==> src/rtl/mii_tx_pkg.sv <==
package mii_tx_pkg;

    typedef enum logic [2:0] {
        PH_IDLE,
        PH_PRE,
        PH_SFD,
        PH_DATA,
        PH_PAD,
        PH_FCS
    } phase_e;

    localparam logic [7:0]  PRE_BYTE       = 8'h55;
    localparam logic [7:0]  SFD_BYTE       = 8'hD5;
    localparam int          PRE_BYTES      = 7;
    localparam int          FCS_BYTES      = 4;
    localparam logic [31:0] CRC_SEED       = 32'hFFFF_FFFF;
    localparam logic [31:0] CRC_POLY_REFL  = 32'hEDB8_8320;

    typedef struct packed {
        phase_e     phase;
        logic [2:0] cnt;
        logic [7:0] cur;
        logic       hi;
        logic       last;
        logic       pad;
        logic       crc;
    } seq_t;

    function automatic logic [31:0] crc32_step(input logic [31:0] c, input logic [7:0] b);
        logic [31:0] r;
        r = c ^ {24'h0, b};
        for (int i = 0; i < 8; i++) begin
            r = r[0] ? ((r >> 1) ^ CRC_POLY_REFL) : (r >> 1);
        end
        return r;
    endfunction

endpackage

==> src/rtl/mii_tx_crc.sv <==
module mii_tx_crc
    import mii_tx_pkg::*;
(
    input  logic        clk,
    input  logic        rst_n,
    input  logic        clear,
    input  logic        upd,
    input  logic [7:0]  din,
    output logic [31:0] fcs
);
    logic [31:0] crc_d, crc_q;

    always_comb begin
        crc_d = crc_q;
        if (clear) begin
            crc_d = CRC_SEED;
        end else if (upd) begin
            crc_d = crc32_step(crc_q, din);
        end
    end

    always_ff @(posedge clk) begin
        if (!rst_n) begin
            crc_q <= CRC_SEED;
        end else begin
            crc_q <= crc_d;
        end
    end

    assign fcs = ~crc_q;
endmodule

==> src/rtl/mii_tx_len.sv <==
module mii_tx_len #(
    parameter int LEN_W = 16
) (
    input  logic             clk,
    input  logic             rst_n,
    input  logic             clear,
    input  logic             inc,
    input  logic [LEN_W-1:0] min_len,
    output logic             below
);
    localparam logic [LEN_W-1:0] LEN_MAX = '1;

    logic [LEN_W-1:0] len_d, len_q;

    always_comb begin
        len_d = len_q;
        if (clear) begin
            len_d = '0;
        end else if (inc && (len_q != LEN_MAX)) begin
            len_d = len_q + 1'b1;
        end
    end

    always_ff @(posedge clk) begin
        if (!rst_n) begin
            len_q <= '0;
        end else begin
            len_q <= len_d;
        end
    end

    assign below = (len_q < min_len);
endmodule

==> src/rtl/mii_tx_nib.sv <==
module mii_tx_nib #(
    parameter int BYTE_W = 8
) (
    input  logic              active,
    input  logic              hi,
    input  logic [BYTE_W-1:0] cur,
    output logic [BYTE_W/2-1:0] txd
);
    localparam int NIB_W = BYTE_W / 2;

    always_comb begin
        if (!active) begin
            txd = '0;
        end else if (hi) begin
            txd = cur[BYTE_W-1:NIB_W];
        end else begin
            txd = cur[NIB_W-1:0];
        end
    end
endmodule

==> src/rtl/mii_tx_serializer.sv <==
module mii_tx_serializer
    import mii_tx_pkg::*;
#(
    parameter int LEN_W = 16
) (
    input  logic             clk,
    input  logic             rst_n,
    input  logic [LEN_W-1:0] min_len,
    input  logic             in_valid,
    output logic             in_ready,
    input  logic [7:0]       in_data,
    input  logic             in_last,
    input  logic             in_pad,
    input  logic             in_crc,
    output logic             tx_en,
    output logic [3:0]       txd
);
    localparam logic [2:0] PRE_LAST = 3'(PRE_BYTES - 1);
    localparam logic [2:0] FCS_LAST = 3'(FCS_BYTES - 1);

    seq_t        seq_d, seq_q;
    logic        crc_clear, crc_upd;
    logic [7:0]  crc_din;
    logic [31:0] fcs;
    logic        len_clear, len_inc, len_below;
    logic        active;
    logic [1:0]  fcs_idx;

    assign active   = (seq_q.phase != PH_IDLE);
    assign in_ready = seq_q.hi &&
                      ((seq_q.phase == PH_SFD) ||
                       ((seq_q.phase == PH_DATA) && !seq_q.last));
    assign fcs_idx  = seq_q.cnt[1:0] + 2'd1;

    always_comb begin
        seq_d     = seq_q;
        crc_clear = 1'b0;
        crc_upd   = 1'b0;
        crc_din   = 8'h00;
        len_clear = 1'b0;
        len_inc   = 1'b0;

        if (seq_q.phase == PH_IDLE) begin
            seq_d.cur = 8'h00;
            seq_d.hi  = 1'b0;
            if (in_valid) begin
                seq_d.phase = PH_PRE;
                seq_d.cnt   = 3'd0;
                seq_d.cur   = PRE_BYTE;
                seq_d.last  = 1'b0;
                seq_d.pad   = in_pad;
                seq_d.crc   = in_crc;
                crc_clear   = 1'b1;
                len_clear   = 1'b1;
            end
        end else if (!seq_q.hi) begin
            seq_d.hi = 1'b1;
        end else begin
            seq_d.hi = 1'b0;
            case (seq_q.phase)
                PH_PRE: begin
                    if (seq_q.cnt == PRE_LAST) begin
                        seq_d.phase = PH_SFD;
                        seq_d.cnt   = 3'd0;
                        seq_d.cur   = SFD_BYTE;
                    end else begin
                        seq_d.cnt = seq_q.cnt + 3'd1;
                    end
                end
                PH_FCS: begin
                    if (seq_q.cnt == FCS_LAST) begin
                        seq_d.phase = PH_IDLE;
                        seq_d.cur   = 8'h00;
                    end else begin
                        seq_d.cnt = seq_q.cnt + 3'd1;
                        seq_d.cur = fcs[8*fcs_idx +: 8];
                    end
                end
                default: begin
                    if (in_ready && in_valid) begin
                        seq_d.phase = PH_DATA;
                        seq_d.cur   = in_data;
                        seq_d.last  = in_last;
                        seq_d.pad   = in_pad;
                        seq_d.crc   = in_crc;
                        crc_upd     = 1'b1;
                        crc_din     = in_data;
                        len_inc     = 1'b1;
                    end else if (seq_q.pad && len_below) begin
                        seq_d.phase = PH_PAD;
                        seq_d.cur   = 8'h00;
                        crc_upd     = 1'b1;
                        crc_din     = 8'h00;
                        len_inc     = 1'b1;
                    end else if (seq_q.crc) begin
                        seq_d.phase = PH_FCS;
                        seq_d.cnt   = 3'd0;
                        seq_d.cur   = fcs[7:0];
                    end else begin
                        seq_d.phase = PH_IDLE;
                        seq_d.cur   = 8'h00;
                    end
                end
            endcase
        end
    end

    always_ff @(posedge clk) begin
        if (!rst_n) begin
            seq_q <= '{phase: PH_IDLE, cnt: 3'd0, cur: 8'h00, hi: 1'b0,
                       last: 1'b0, pad: 1'b0, crc: 1'b0};
        end else begin
            seq_q <= seq_d;
        end
    end

    mii_tx_crc u_crc (
        .clk   (clk),
        .rst_n (rst_n),
        .clear (crc_clear),
        .upd   (crc_upd),
        .din   (crc_din),
        .fcs   (fcs)
    );

    mii_tx_len #(.LEN_W(LEN_W)) u_len (
        .clk     (clk),
        .rst_n   (rst_n),
        .clear   (len_clear),
        .inc     (len_inc),
        .min_len (min_len),
        .below   (len_below)
    );

    mii_tx_nib #(.BYTE_W(8)) u_nib (
        .active (active),
        .hi     (seq_q.hi),
        .cur    (seq_q.cur),
        .txd    (txd)
    );

    assign tx_en = active;
endmodule

==> config.mk <==
export PLATFORM = sky130hd
export DESIGN_NAME = mii_tx_serializer
export DESIGN_NICKNAME = d
export VERILOG_FILES = /design/src/rtl/mii_tx_pkg.sv /design/src/rtl/mii_tx_crc.sv /design/src/rtl/mii_tx_len.sv /design/src/rtl/mii_tx_nib.sv /design/src/rtl/mii_tx_serializer.sv
export SDC_FILE = /design/constraint.sdc
export NUM_CORES = 1
export LEC_CHECK = 0
export ABC_AREA = 1
export BUFFER_PORTS_ARGS = -buffer_cell sky130_fd_sc_hd__buf_2
export CORE_UTILIZATION = 50
export CTS_CLUSTER_DIAMETER = 80
export DETAILED_ROUTE_END_ITERATION = 10
export PLACE_DENSITY = 0.68
export RECOVER_POWER = 25
export SKIP_LAST_GASP = 1
export SYNTH_ARGS = -nofsm -noshare
export SYNTH_HDL_FRONTEND = slang
export SYNTH_HIERARCHICAL = 1
export SYNTH_SLANG_ARGS = --single-unit
==> constraint.sdc <==
create_clock -name clk -period 3.41 [get_ports clk]
set_input_delay 0.341 -clock clk [delete_from_list [all_inputs] [get_ports clk]]
set_output_delay 0.341 -clock clk [all_outputs]
set_load 0.1 [all_outputs]
### Word level (Yosys, flattened, before mapping)

Cells that the tools add are included.

* reductions and logical operators: 19
* bitwise logic cells: 11
* mux-type cells: 45
* magnitude comparators: 1
* shift-type cells: 1
* add/sub/neg operators: 3
* equal/unequal tests: 14

Operators by type and width (number)
* two-way mux 32 bit: 8
* NOT 13 -> 14 bit: 8
* two-way mux 8 bit: 9
* two-way mux 3 bit: 14
* NOT 32 bit: 1
* variable part select 32 x 6 -> 8 bit: 1
* bitwise XOR 32 x 8 -> 32 bit: 1
* two-way mux 14 bit: 2
* case mux 14 bit (2 select lines): 1
* two-way mux 18 bit: 1
* adder 16 x 1 -> 16 bit, second input constant: 1
* < comparator 16 bit: 1
* != test 16 bit, second input constant: 1
* == test 3 x 2 -> 1 bit, second input constant: 3
* != test 3 bit, second input constant: 3
* two-way mux 1 bit: 8
* two-way mux 4 bit: 2
* != test 4 x 2 -> 1 bit, second input constant: 2
* AND reduction 4 bit: 2
* == test 3 bit, second input constant: 2
* AND reduction 6 bit: 1
* OR reduction 2 bit: 3
* logical AND 1 bit: 5
* nonzero test 2 bit: 2
* 12 further kinds: 12

* output and inout port bits: 6
* input port bits: 30
* register bits after elaboration: 66

### Depth between registers and ports, before layout

* depth after elaboration: 26
* mapped depth: 24

### Modules after synthesis

The synthesis kept the hierarchy.

Modules (own cells, without submodules)
* mii_tx_crc: instances 1, area an instance 2376.0 um^2, cells each 346
* mii_tx_serializer: instances 1, area an instance 1587.8 um^2, cells each 281
* mii_tx_len: instances 1, area an instance 1362.6 um^2, cells each 218
* mii_tx_nib: instances 1, area an instance 86.3 um^2, cells each 21

### Least setup slack after synthesis

No wires, ideal clock.

* path kind: register to output
* from: reg seq_q[16] (netlist bit)
* to: out txd[0]
* buffers on the path: 0
* cell stages (with the launch flop): 5
* slack: 0.904 ns
* arrival time: 2.165 ns
* data required time: 3.069 ns
* cell sequence: dfxtp_1 > nor2_4 > nand2_4 > nand2_1 > nor2_1

* word-level cells in the longest chain between the ends: 2

RTL lines
* start, declared: line mii_tx_serializer.sv:21 `seq_t seq_d, seq_q;`
* start signal, assigned: line mii_tx_serializer.sv:110 `seq_q <= '{phase: PH_IDLE, cnt: 3'd0, cur: 8'h00, hi: 1'b0,`
* start signal, assigned: line mii_tx_serializer.sv:113 `seq_q <= seq_d;`
* nonzero test 3 bit: line mii_tx_serializer.sv:29 `assign active = (seq_q.phase != PH_IDLE);`
* net tx_en: line mii_tx_serializer.sv:15 `output logic tx_en,`
* two-way mux 4 bit: line mii_tx_nib.sv:12 `if (!active) begin`
* end, declared: line mii_tx_serializer.sv:16 `output logic [3:0] txd`

The timed path passes the listed nets, and every way through them passes these cells.

### Final worst setup path

* from: reg u_len.len_q[5]
* to: reg u_len.len_q[11]

* word-level cells in the longest chain between the ends: 8
* elaborated cells between the ends (all ways): 10
* classes of those cells: 1 x add/sub; 1 x order compare; 1 x eq/ne; 5 x mux; 2 x reduce/logical

RTL lines
* start, declared: line mii_tx_len.sv:13 `logic [LEN_W-1:0] len_d, len_q;`
* start signal, assigned: line mii_tx_len.sv:28 `len_q <= len_d;`
* < comparator 16 bit: line mii_tx_len.sv:32 `assign below = (len_q < min_len);`
* net len_below: line mii_tx_serializer.sv:25 `logic len_clear, len_inc, len_below;`
* logical AND 1 bit: line mii_tx_serializer.sv:89 `end else if (seq_q.pad && len_below) begin`
* two-way mux 1 bit (5 in series)
* net crc_upd: line mii_tx_serializer.sv:22 `logic crc_clear, crc_upd;`
* logical AND 1 bit: line mii_tx_len.sv:19 `end else if (inc && (len_q != LEN_MAX)) begin`

The timed path passes the listed nets, and every way through them passes these cells.
A chain may end at the register's enable or synchronous reset.

==> results.cfg <==
[clocking]
htreeDepth = 3
cts_tree = done
cts_buffers = 9
clk_pin_slew_ns = 0.08
clock-root-buffer = clkbuf_8
worstSkewPairLatency_ns = 0.38
cts_buffer_depth = 2
cts.sinks = 66
postCtsSetupBuffers = 0

[route]
ant_nets = 0
drt-total-wl_um = 14100
wl_per_cell_um = 13.6
firstDrtPassIters = 5
drtIter0Drc = 468
avgViaCountPerCell = 5.22
num_vias = 5404
drc_errors = 0

[cells_and_area]
antenna_cells = 0
drive_gt1_frac = 0.151
nets = 945
fill_cells = 1037
area_growth_pct = 7.61

[synthesis]
netlist.area_leader.share = 0.244
ys_ff_latch = 66
synth_top_family_by_area = simple AND/OR/NAND/NOR gates
synthSimpleGateAreaFrac = 0.414
synth_compound_area_frac = 0.114
synth_xor_area_frac = 0.0576
synth_adder_area_share = 0.0439
synth.area.top_cells = dfxtp_1 (24%), nand2_1 (16%), inv_1 (8.9%)
netlist_area_um2 = 5410
yosysMostFrequentCell = nand2_1
syn-instance-count = 866
synthArstFlopShare = 0
ys_warn_count = 6
ys_seq_area_frac = 0.244
synthMuxAreaShare = 0
synthTopCellsByCount = nand2_1 (226), inv_1 (128), nor2_1 (90), nand3_1 (76), dfxtp_1 (66)
syn_area_per_cell_um2 = 6.25
synth_top_area_cell = dfxtp_1
post_synth_num_cell_types = 38
synth_edf_count = 0
syn-num-nets = 915
synth_ff_type = dfxtp_1

[die]
coreArea_um2 = 10400
dieArea_um2 = 11200
die_h_um = 106
num_rows = 37
die_w_um = 106
ios = 36
start_util = 0.520

[timing]
fin_skew_ns = 0.0186
rsz0062_at_grt = false
tightest_slew_ns = 1.21
setup_viol_count_final = 0
fin_ws_ns = 0.426
slew_violations = 0
post-route-min-period_ns = 2.98
period_share = 0.875
fmax_mhz = 335
fin_setup_tns_ns = 0
slew-limit-headroom = 0.200
hold_violations = 0

[global_route]
grt_antenna_before_repair = 0
grt_pass1_vias = 4955
grt_pass1_wl_um = 23500
track_usage = 0.266
grt_start_max_net_pins = 34
grt_overflow_total = 0

[job]
maxCapViolCount = 0

[pwr]
ir_drop_mv = 0.502
leakagePower_nw = 2.92
p_per_area_nw_per_um2 = 543

[min_path]
hp-class = primary input to flip-flop

[setup_path]
worstSetupPathType = flip-flop to flip-flop
cp.required_ns = 3.67
worstPathArrival_ns = 3.25
endpoint_kind = flip-flop
worst_setup_path_start_kind = flip-flop
path_max_fanout = 10

[placement]
port-buffer-count = 35
place_ws_ns = 0.262
gp_congestion = 0.931
dp_hpwl_um = 10600

[status]
status = complete, no violations
==> area by class of cell <==
class	instances	area, um2	share of cell area
Multi-Input combinational cell	629	3400	0.583
Clock inverter	3	15.0	0.00258
Timing Repair Buffer	39	198	0.0339
Inverter	151	569	0.0977
Clock buffer	12	155	0.0266
Tap cell	136	170	0.0292
Sequential cell	66	1320	0.227
==> final timing paths <==
path / start / depth (start not counted) / slack (ns) / to
worst max-delay path: u_len/len_q[5] / 19 / 0.43 / u_len/len_q[11]
worst min-delay path: in_crc / 3 / 0.24 / seq_q[0]
worst max register to register: u_len/len_q[5] / 19 / 0.43 / u_len/len_q[11]
worst min register to register: u_crc/crc_q[22] / 2 / 0.47 / u_crc/crc_q[22]
==> logic make-up after synthesis <==
kind of cell	Yosys count
compound gates	110
xor+xnor	30
fa+ha+maj	19
buf+inv	171
flops	66
simple gates	470
==> placed cells by master (no fill, tap or decap), drive strengths merged <==
cell	netlist	routed
xnor2	5	5
dfxtp	66	66
o221ai	1	1
a21oi	58	58
ha	19	19
o211ai	20	20
clkbuf	8	18
o21ai	30	30
nor2	100	100
nand4	6	6
o2111ai	1	1
inv	150	149
xor2	25	25
nand3b	4	4
or2	3	3
buf	12	33
nor3	5	5
clkinv	1	5
nand3	78	78
nand2	274	274
==> sequential cells by signal (all words and copies together), names as in the netlist <==
register	cells
seq_q	18
u_crc/crc_q	32
u_len/len_q	16
==> metrics by stage <==
step           cells  hold slack (ns)   util  total power, mW  cell area, um2
2_1_floorplan    866            0.441      -             2.24            5410
6_report        1036            0.241  0.559             3.16            5820
3_3_place_gp    1021            0.456  0.545             2.54            5670
4_1_cts         1036            0.228  0.561             3.19            5840
3_5_place_dp    1021            0.458  0.545             2.58            5670
5_1_grt         1036            0.262  0.559             3.41            5820
==> timing repair <==
action | in CTS | in global routing
setup endpoints to repair | 0 | 3
resized for setup | 0 | 1
hold buffers | 0 | 0
==> metal layers <==
layer,GRT usage,vias to the layer above,part of all wire,wire length (um)
met5,0,-,0,0
met4,0.105,0,0.023,330
met3,0.0552,24,0.061,859
met2,0.429,147,0.45,6360
met1,0.346,2475,0.46,6520
li1,-,2758,-,-
==> where the power goes <==
group / switching (mW) / total [mW] / internal, mW / leakage (nW)
Clock: 0.319 / 0.615 / 0.296 / 0.0920
Sequential: 0.0876 / 0.959 / 0.872 / 0.536
Combinational: 1.17 / 1.59 / 0.422 / 2.29
==> worst max-delay path, cell delays in order, from the launching register on <==
cell     delay [ns]
dfxtp_1        0.43
ha_1           0.29
a21oi_1        0.14
nor2_1         0.06
nor3_1         0.12
nand2_1        0.10
a21oi_1        0.14
nand2_1        0.08
inv_1          0.09
nand3_2        0.07
nand2_1        0.07
inv_1          0.13
nor2_4         0.28
inv_1          0.16
nor2_1         0.22
nand2_1        0.13
nor2_1         0.14
nand3_1        0.10
nand2_1        0.08
nor2_1         0.04
(Power assumes the default switching activity.)
